--- config.mk ---
export PLATFORM = sky130hd
export DESIGN_NAME = snooze_seq
export DESIGN_NICKNAME = d
export VERILOG_FILES = /design/src/rtl/snooze_pkg.sv /design/src/rtl/snooze_ctrl.sv /design/src/rtl/snooze_path.sv /design/src/rtl/snooze_seq.sv
export SDC_FILE = /design/constraint.sdc
export NUM_CORES = 1
export LEC_CHECK = 0
export BUFFER_PORTS_ARGS = -buffer_cell sky130_fd_sc_hd__buf_2
export CAP_MARGIN = 20
export CORE_AREA = 2 2 39 41
export CTS_CLUSTER_SIZE = 30
export DETAILED_ROUTE_END_ITERATION = 10
export DIE_AREA = 0 0 41 43
export PLACE_DENSITY = 0.5
export RECOVER_POWER = 100
export SYNTH_ARGS = -nofsm -noshare
export SYNTH_HDL_FRONTEND = slang
export SYNTH_SLANG_ARGS = --single-unit
export TNS_END_PERCENT = 30
--- constraint.sdc ---
create_clock -name clk -period 2 [get_ports clk]
set_input_delay 0.4 -clock clk [delete_from_list [all_inputs] [get_ports clk]]
set_output_delay 0.4 -clock clk [all_outputs]
set_load 0.02 [all_outputs]
--- src/rtl/snooze_pkg.sv ---
package snooze_pkg;

  typedef enum logic [1:0] {
    PH_AWAKE = 2'd0,
    PH_ENTER = 2'd1,
    PH_DOZE  = 2'd2,
    PH_WAKE  = 2'd3
  } phase_t;

  // strobes from the sequencing control to the gating datapath
  typedef struct packed {
    logic doze;     // settled in the low-power state
    logic window;   // inside an entry or recovery window
    logic reqLive;  // synchronized sleep request level
  } strobe_t;

endpackage

--- src/rtl/snooze_ctrl.sv ---
module snooze_ctrl
  import snooze_pkg::*;
#(
  parameter int SYNC_STAGES = 2,
  parameter int WIN_CYCLES  = 2
) (
  input  logic    clk,
  input  logic    rstN,
  input  logic    sleepReq,
  output strobe_t strobe
);

  localparam int CNT_W = $clog2(WIN_CYCLES) + 1;
  localparam logic [CNT_W-1:0] CNT_LOAD = CNT_W'(WIN_CYCLES - 1);

  logic [SYNC_STAGES-1:0] syncQ;
  logic                   reqSync;
  phase_t                 phase, phaseNxt;
  logic [CNT_W-1:0]       winCnt, winCntNxt;

  // resynchronizer chain for the unclocked request
  generate
    if (SYNC_STAGES == 1) begin : g_sync1
      always_ff @(posedge clk or negedge rstN) begin
        if (!rstN) syncQ <= '0;
        else       syncQ <= sleepReq;
      end
    end else begin : g_syncN
      always_ff @(posedge clk or negedge rstN) begin
        if (!rstN) syncQ <= '0;
        else       syncQ <= {syncQ[SYNC_STAGES-2:0], sleepReq};
      end
    end
  endgenerate

  assign reqSync = syncQ[SYNC_STAGES-1];

  always_comb begin
    phaseNxt  = phase;
    winCntNxt = winCnt;
    unique case (phase)
      PH_AWAKE: begin
        if (reqSync) begin
          phaseNxt  = PH_ENTER;
          winCntNxt = CNT_LOAD;
        end
      end
      PH_ENTER: begin
        if (!reqSync) begin
          phaseNxt  = PH_WAKE;       // reversal restarts the other way
          winCntNxt = CNT_LOAD;
        end else if (winCnt == '0) begin
          phaseNxt  = PH_DOZE;
        end else begin
          winCntNxt = winCnt - 1'b1;
        end
      end
      PH_DOZE: begin
        if (!reqSync) begin
          phaseNxt  = PH_WAKE;
          winCntNxt = CNT_LOAD;
        end
      end
      PH_WAKE: begin
        if (reqSync) begin
          phaseNxt  = PH_ENTER;
          winCntNxt = CNT_LOAD;
        end else if (winCnt == '0) begin
          phaseNxt  = PH_AWAKE;
        end else begin
          winCntNxt = winCnt - 1'b1;
        end
      end
      default: phaseNxt = PH_AWAKE;
    endcase
  end

  always_ff @(posedge clk or negedge rstN) begin
    if (!rstN) begin
      phase  <= PH_AWAKE;
      winCnt <= '0;
    end else begin
      phase  <= phaseNxt;
      winCnt <= winCntNxt;
    end
  end

  always_comb begin
    strobe.doze    = (phase == PH_DOZE);
    strobe.window  = (phase == PH_ENTER) || (phase == PH_WAKE);
    strobe.reqLive = reqSync;
  end

endmodule

--- src/rtl/snooze_path.sv ---
module snooze_path
  import snooze_pkg::*;
(
  input  strobe_t strobe,
  input  logic    cycleReq,
  input  logic    cycleWrite,
  output logic    cycleGrant,
  output logic    winErr,
  output logic    inputIgnore,
  output logic    outHiZ,
  output logic    lowPower
);

  logic writeTry;

  assign writeTry = cycleReq && cycleWrite;

  always_comb begin
    inputIgnore = strobe.doze;
    outHiZ      = strobe.doze;
    lowPower    = strobe.doze && strobe.reqLive;
    winErr      = strobe.window && writeTry;
    cycleGrant  = cycleReq && !strobe.doze && !(strobe.window && cycleWrite);
  end

endmodule

--- src/rtl/snooze_seq.sv ---
module snooze_seq
  import snooze_pkg::*;
#(
  parameter int SYNC_STAGES = 2,
  parameter int WIN_CYCLES  = 2
) (
  input  logic clk,
  input  logic rstN,
  input  logic sleepReq,
  input  logic cycleReq,
  input  logic cycleWrite,
  output logic cycleGrant,
  output logic winErr,
  output logic inputIgnore,
  output logic outHiZ,
  output logic lowPower
);

  strobe_t strobe;

  snooze_ctrl #(
    .SYNC_STAGES(SYNC_STAGES),
    .WIN_CYCLES (WIN_CYCLES)
  ) u_ctrl (
    .clk     (clk),
    .rstN    (rstN),
    .sleepReq(sleepReq),
    .strobe  (strobe)
  );

  snooze_path u_path (
    .strobe     (strobe),
    .cycleReq   (cycleReq),
    .cycleWrite (cycleWrite),
    .cycleGrant (cycleGrant),
    .winErr     (winErr),
    .inputIgnore(inputIgnore),
    .outHiZ     (outHiZ),
    .lowPower   (lowPower)
  );

endmodule

==> results.sh, run 1 <==
export IMPL_grtUsageMet1_pct=10.7
export IMPL_slew_headroom_pct=79.0
export IMPL_syn_area_um2=425
export IMPL_track_usage_pct=8.94
export IMPL_fp_coreArea_mm2=0.00138
export IMPL_seq_power_share_pct=27.1
export IMPL_ys_ff_latch=6
export IMPL_ys_warn_count=0
export IMPL_antenna_cells=0
export IMPL_grt_use_met3_pct=0
export IMPL_synthTopCellsByArea="dfrtp_1 35%, ha_1 18%, o21ai_0 5.9%"
export IMPL_power_net_switching_mw=0.304
export IMPL_regArea_um2=150
export IMPL_stdcell_area_um2=493
export IMPL_synth_ff_type="dfrtp_1"
export IMPL_worstPathArrival_ns=1.47
export IMPL_cp_required_ns=1.60
export IMPL_fp_dieH_um=43
export IMPL_fin_crit_ns=1.87
export IMPL_totalWireLength_um=659
export IMPL_die_x_um=41
export IMPL_port_buffers=9
export IMPL_synth_top_area_cell="dfrtp_1"
export IMPL_cts_buffers=3
export IMPL_clock_fmax_ghz=0.534
export IMPL_p_per_area_mw_per_mm2=1430
export IMPL_drc=0
export IMPL_cts_root_buf="clkbuf_4"
export IMPL_start_util_pct=30.7
export IMPL_dr_pass1_iters=3
export IMPL_p_leak_nw=0.248
export IMPL_synth_top_area_share_pct=35.3
export IMPL_via_per_inst=4.48
export IMPL_hp_class="primary input to flop"
export IMPL_grt_busiest_layer="met2"
export IMPL_grt_start_max_net_pins=9
export IMPL_cap_violations=0
export IMPL_setup_violations=0
export IMPL_worstPathCellList="inv_1, ha_1, o21ai_2, nor3b_2, buf_4"
export IMPL_crit_type="flop to output port"
export IMPL_cts_sinks=6
export IMPL_routed_wire_length_per_instance_um=9.55
export IMPL_worstSetupEndpointType="output port"
export IMPL_cts_tree="yes"
export IMPL_place_gp_congestion=0.696
export IMPL_place_area_um2=472
export IMPL_cts_reportedPaths_clkPinSlew_ns=0.04
export IMPL_crit_path_max_fanout=4
export IMPL_finClkSkew_ns=0.00116
export IMPL_num_vias=309
export IMPL_critPathLaunchType="flop"
export IMPL_drive_gt1_share_pct=22.6
export IMPL_antenna_left=0
export IMPL_gr_total_overflow=0
export IMPL_met2_usage_pct=12.8
export IMPL_first_global_vias=286
export IMPL_grt_pass1_wl_um=1020
export IMPL_ir_drop_v=0.000510
export IMPL_p_sw_share_pct=43.0
export IMPL_cts_setup_buffers=0
export IMPL_combPwrFrac_pct=58.1
export IMPL_antenna_found_initial=0
export IMPL_worstHoldStart="sleepReq"
export IMPL_hold_viol=0
export IMPL_async_flop_share_pct=100
export IMPL_crit_start="u_ctrl.phase[1]"
export IMPL_crit_path_max_incr_delay_ns=0.39
export IMPL_tightestPinTransition_ns=0.307
export IMPL_hpwlAfterDp_um=517
export IMPL_synth_top_cells_by_count="6 x dfrtp_1, 6 x ha_1, 6 x inv_1"
export IMPL_multiInputGateArea_um2=226
export IMPL_htreeDepth=1
export IMPL_syn_avg_cell_area_um2=10.1
export IMPL_slew_violations=0
export IMPL_nFillCells=151
export IMPL_rows=14
export IMPL_status="finished clean"
export IMPL_yosysSeqAreaShare_pct=35.3
export IMPL_r2r_start="u_ctrl.phase[0]"
export IMPL_synth_cell_types=19
export IMPL_period_share_pct=93.6
export IMPL_clk_path_buf_depth=2
export IMPL_syn_to_final_growth_pct=15.9
export IMPL_clk_insertion_delay_late_ns=0.24
export IMPL_drt_iter0_drc=6
export IMPL_synth_edf_count=0
export IMPL_p_clk_share_pct=14.9
export IMPL_synthCells=42
export IMPL_syn_num_nets=53
export IMPL_crit_path_top_delay_cell="dfrtp_1"
export IMPL_die_area_mm2=0.00176
export IMPL_io_pins=10
export IMPL_p_int_mw=0.403
export IMPL_finalPower_mw=0.707
export IMPL_nNetsFinal=66
flip-flops by register name, summed over array words and instances, names as in the netlist:
| register | count |
|---|---|
| u_ctrl.phase | 2 |
| u_ctrl.syncQ | 2 |
| u_ctrl.winCnt | 2 |
layout by cell type (no fill, tap or decap), drive strengths merged:
cell type,synthesis,routed
dlygate4sd3,0,1
mux2i,2,2
dfrtp,6,6
buf,2,4
mux2,1,1
nor3b,1,1
nor2b,1,1
ha,6,6
and2,2,2
nor4,1,1
nor2,3,3
a31o,1,1
o21ai,6,6
a21oi,3,3
inv,6,6
o41ai,1,1
clkbuf,0,8
layer usage:
metal  wire length, um  vias to the layer above
li1                  -                      162
met1               291                      138
met2               324                        9
met3                42                        0
met4                 0                        0
met5                 0                        -
final timing paths:
kind / to / slack (ns) / depth (start not counted)
worst max-delay path: cycleGrant / 0.13 / 5
worst min-delay path: u_ctrl.syncQ[0] / 0.27 / 1
worst max register to register: u_ctrl.phase[0] / 0.24 / 6
worst min register to register: u_ctrl.syncQ[1] / 0.34 / 0
max in group asynchronous: u_ctrl.winCnt[1] / 1.22 / 2
min in group asynchronous: u_ctrl.syncQ[1] / 0.56 / 2
worst max-delay path, delay by kind of cell (launching register included):
kind	cells	cell delay, ns
AOI/OAI and AO/OA	1	0.16
adders and majority gates	1	0.25
buffers and inverters	2	0.27
DFF	1	0.39
and+or+nand+nor	1	0.17
timing repair:
action,in CTS,in global routing
endpoints found under the setup margin,1,1
hold endpoints to repair,6,0
resized for setup,1,3
hold buffers,1,0
cloned,0,0
pin swaps,0,0
through the flow:
| stage | TNS, ns | hold slack (ns) | std cells | worst slack (ns) | util (%) |
|---|---|---|---|---|---|
| after floorplan | 0 | 0.104 | 42 | 0.195 | - |
| after global placement | 0 | 0.229 | 65 | 0.301 | 34.1 |
| after detailed placement | 0 | 0.227 | 65 | 0.279 | 34.1 |
| after CTS | 0 | 0.259 | 69 | 0.0546 | 36.4 |
| after global routing | -0.00549 | 0.258 | 69 | -0.00549 | 35.6 |
| final | 0 | 0.270 | 69 | 0.129 | 35.6 |
final cells by class:
cell class              instances  area share [%]
clock buffers                   3            4.57
inverters                       6            4.57
multi-input cells              28            45.9
flip-flops and latches          6            30.5
well taps                      16            4.06
repair buffers                 10            10.4
power by group through the flow:
| stage | Combinational (mW) | Clock, mW | Sequential [mW] |
|---|---|---|---|
| floorplan | 0.356 | 0 | 0.183 |
| CTS | 0.435 | 0.114 | 0.191 |
| finish | 0.410 | 0.105 | 0.191 |
| detailed placement | 0.427 | 0 | 0.192 |
| global route | 0.469 | 0.117 | 0.195 |
| global placement | 0.433 | 0 | 0.191 |
kinds of logic after synthesis:
| family | count (synthesis) | synth area share, % |
|---|---|---|
| mux | 3 | 11.2 |
| buf+inv | 8 | 9.71 |
| simple gates | 8 | 10.6 |
| compound gates | 11 | 15.6 |
| flops | 6 | 35.3 |
| fa+ha+maj | 6 | 17.6 |
(Power assumes the default switching activity.)
==> run 2: changes to the inputs <==
--- a/config.mk
+++ b/config.mk
@@ -8,6 +8,7 @@
 export BUFFER_PORTS_ARGS = -buffer_cell sky130_fd_sc_hd__buf_2
 export CAP_MARGIN = 20
 export CORE_AREA = 2 2 39 41
+export CTS_BUF_LIST = sky130_fd_sc_hd__clkbuf_4
 export CTS_CLUSTER_SIZE = 30
 export DETAILED_ROUTE_END_ITERATION = 10
 export DIE_AREA = 0 0 41 43
==> constraint.sdc (replaced) <==
create_clock -name clk -period 2 [get_ports clk]
set_input_delay 0.3 -clock clk [delete_from_list [all_inputs] [get_ports clk]]
set_output_delay 0.3 -clock clk [all_outputs]
set_load 0.02 [all_outputs]
==> run 2 against run 1 <==
Critical path type unchanged. Clock skew did not move. Wire length fell by 1.2%. Clock power barely moved. Largest power group unchanged. Critical endpoint unchanged.
==> results.sh, run 2 (synthesis results as in run 1) <==
export IMPL_status="finished clean"
export IMPL_port_buffers=9
export IMPL_drc=0
export IMPL_cts_buffers=3
export IMPL_hpwlAfterDp_um=517
export IMPL_worstPathArrival_ns=1.52
export IMPL_hp_class="primary input to flop"
export IMPL_slew_headroom_pct=79.0
export IMPL_reg2regPathDepth=6
export IMPL_worstHoldStart="sleepReq"
export IMPL_holdPathStages=1
export IMPL_clk_insertion_delay_late_ns=0.24
export IMPL_grt_pass1_wl_um=1020
export IMPL_stdcell_area_um2=482
export IMPL_r2r_start="u_ctrl.phase[0]"
export IMPL_p_per_area_mw_per_mm2=1430
export IMPL_ir_drop_v=0.000512
export IMPL_dp_cells=65
export IMPL_layout_cells_non_filler=69
export IMPL_cts_root_buf="clkbuf_4"
export IMPL_crit_start="u_ctrl.phase[1]"
export IMPL_path_buf_inv=2
export IMPL_crit_path_max_fanout=4
export IMPL_cap_violations=0
export IMPL_hold_end="u_ctrl.syncQ[0]"
export IMPL_reg2reg_setup_slack_ns=0.25
export IMPL_fin_crit_ns=1.82
export IMPL_track_usage_pct=8.94
export IMPL_fp_dieH_um=43
export IMPL_drive_gt1_share_pct=18.9
export IMPL_die_area_mm2=0.00176
export IMPL_rows=14
export IMPL_cts_tree="yes"
export IMPL_crit_type="flop to output port"
export IMPL_num_vias=304
export IMPL_hold_viol=0
export IMPL_finalSetupTns_ns=0
export IMPL_worstSetupEndpointType="output port"
export IMPL_clock_fmax_ghz=0.548
export IMPL_routed_wire_length_per_instance_um=9.43
export IMPL_rsz0062_at_grt="false"
export IMPL_fp_coreArea_mm2=0.00138
export IMPL_gr_total_overflow=0
export IMPL_totalWireLength_um=651
export IMPL_cts_reportedPaths_clkPinSlew_ns=0.04
export IMPL_finClkSkew_ns=0.00116
export IMPL_place_area_um2=472
export IMPL_first_global_vias=286
export IMPL_cp_required_ns=1.70
export IMPL_crit_path_top_delay_cell="dfrtp_1"
export IMPL_antenna_left=0
export IMPL_place_gp_congestion=0.696
export IMPL_period_share_pct=91.2
export IMPL_nNetsFinal=66
export IMPL_drt_iter0_drc=5
export IMPL_cpLargestDelayFamily="flip-flops"
export IMPL_grt_start_max_net_pins=9
export IMPL_clk_path_buf_depth=2
export IMPL_antenna_found_initial=0
export IMPL_crit_path_max_incr_delay_ns=0.39
export IMPL_htreeDepth=1
export IMPL_p_leak_nw=0.245
export IMPL_dpl_worst_slack_ns=0.379
export IMPL_dr_pass1_iters=4
export IMPL_io_pins=10
export IMPL_critPathLaunchType="flop"
export IMPL_worstPathCellList="inv_1, ha_1, o21ai_1, nor3b_1, buf_2"
export IMPL_syn_to_final_growth_pct=13.2
export IMPL_final_cell_mix="6 x inv_1, 6 x ha_1, 6 x dfrtp_1"
export IMPL_slew_violations=0
export IMPL_reg_top3="u_ctrl.phase: 2 flops, u_ctrl.syncQ: 2 flops, u_ctrl.winCnt: 2 flops"
export IMPL_setup_violations=0
export IMPL_r2r_end="u_ctrl.phase[0]"
export IMPL_cts_setup_buffers=0
export IMPL_cts_sinks=6
export IMPL_finalCoreUtilization_pct=34.8
export IMPL_tightestPinTransition_ns=0.307
export IMPL_antenna_cells=0
export IMPL_fin_ws_ns=0.176
export IMPL_die_x_um=41
export IMPL_via_per_inst=4.41
export IMPL_start_util_pct=30.7
## run 2: per-layer routing
metal  GRT usage (%)  wire length (um)
met1            10.7               298
met2            12.8               305
met3               0                47
met4            10.0                 0
met5               0                 0
## run 2: timing repair
| item | CTS | global route |
|---|---|---|
| hold buffers | 1 | 0 |
| resized for setup | 0 | 1 |
| endpoints found under the setup margin | 0 | 1 |
| hold endpoints to repair | 6 | 0 |
## run 2: worst max-delay path by stage
stage	end	depth (start not counted)
CTS	cycleGrant	5
detailed placement	cycleGrant	5
global route	cycleGrant	5
floorplan	cycleGrant	4
global placement	cycleGrant	5
finish	cycleGrant	5
## run 2: area by class of cell
class	instances	area, um2
clock buffer	3	22.5
sequential	6	150
tap	16	20.0
inverter	6	22.5
timing repair buffer	10	48.8
fill	149	902
multi-input combinational	28	218
## run 2: metrics by stage
| stage | power [mW] | hold WS [ns] |
|---|---|---|
| floorplan | 0.540 | 0.00441 |
| global placement | 0.624 | 0.129 |
| detailed placement | 0.620 | 0.127 |
| CTS | 0.737 | 0.159 |
| global route | 0.763 | 0.158 |
| finish | 0.690 | 0.170 |
## run 2: power breakdown
part,switching [mW],internal [mW]
logic,0.225,0.169
clock network,0.0377,0.0675
registers,0.0340,0.157
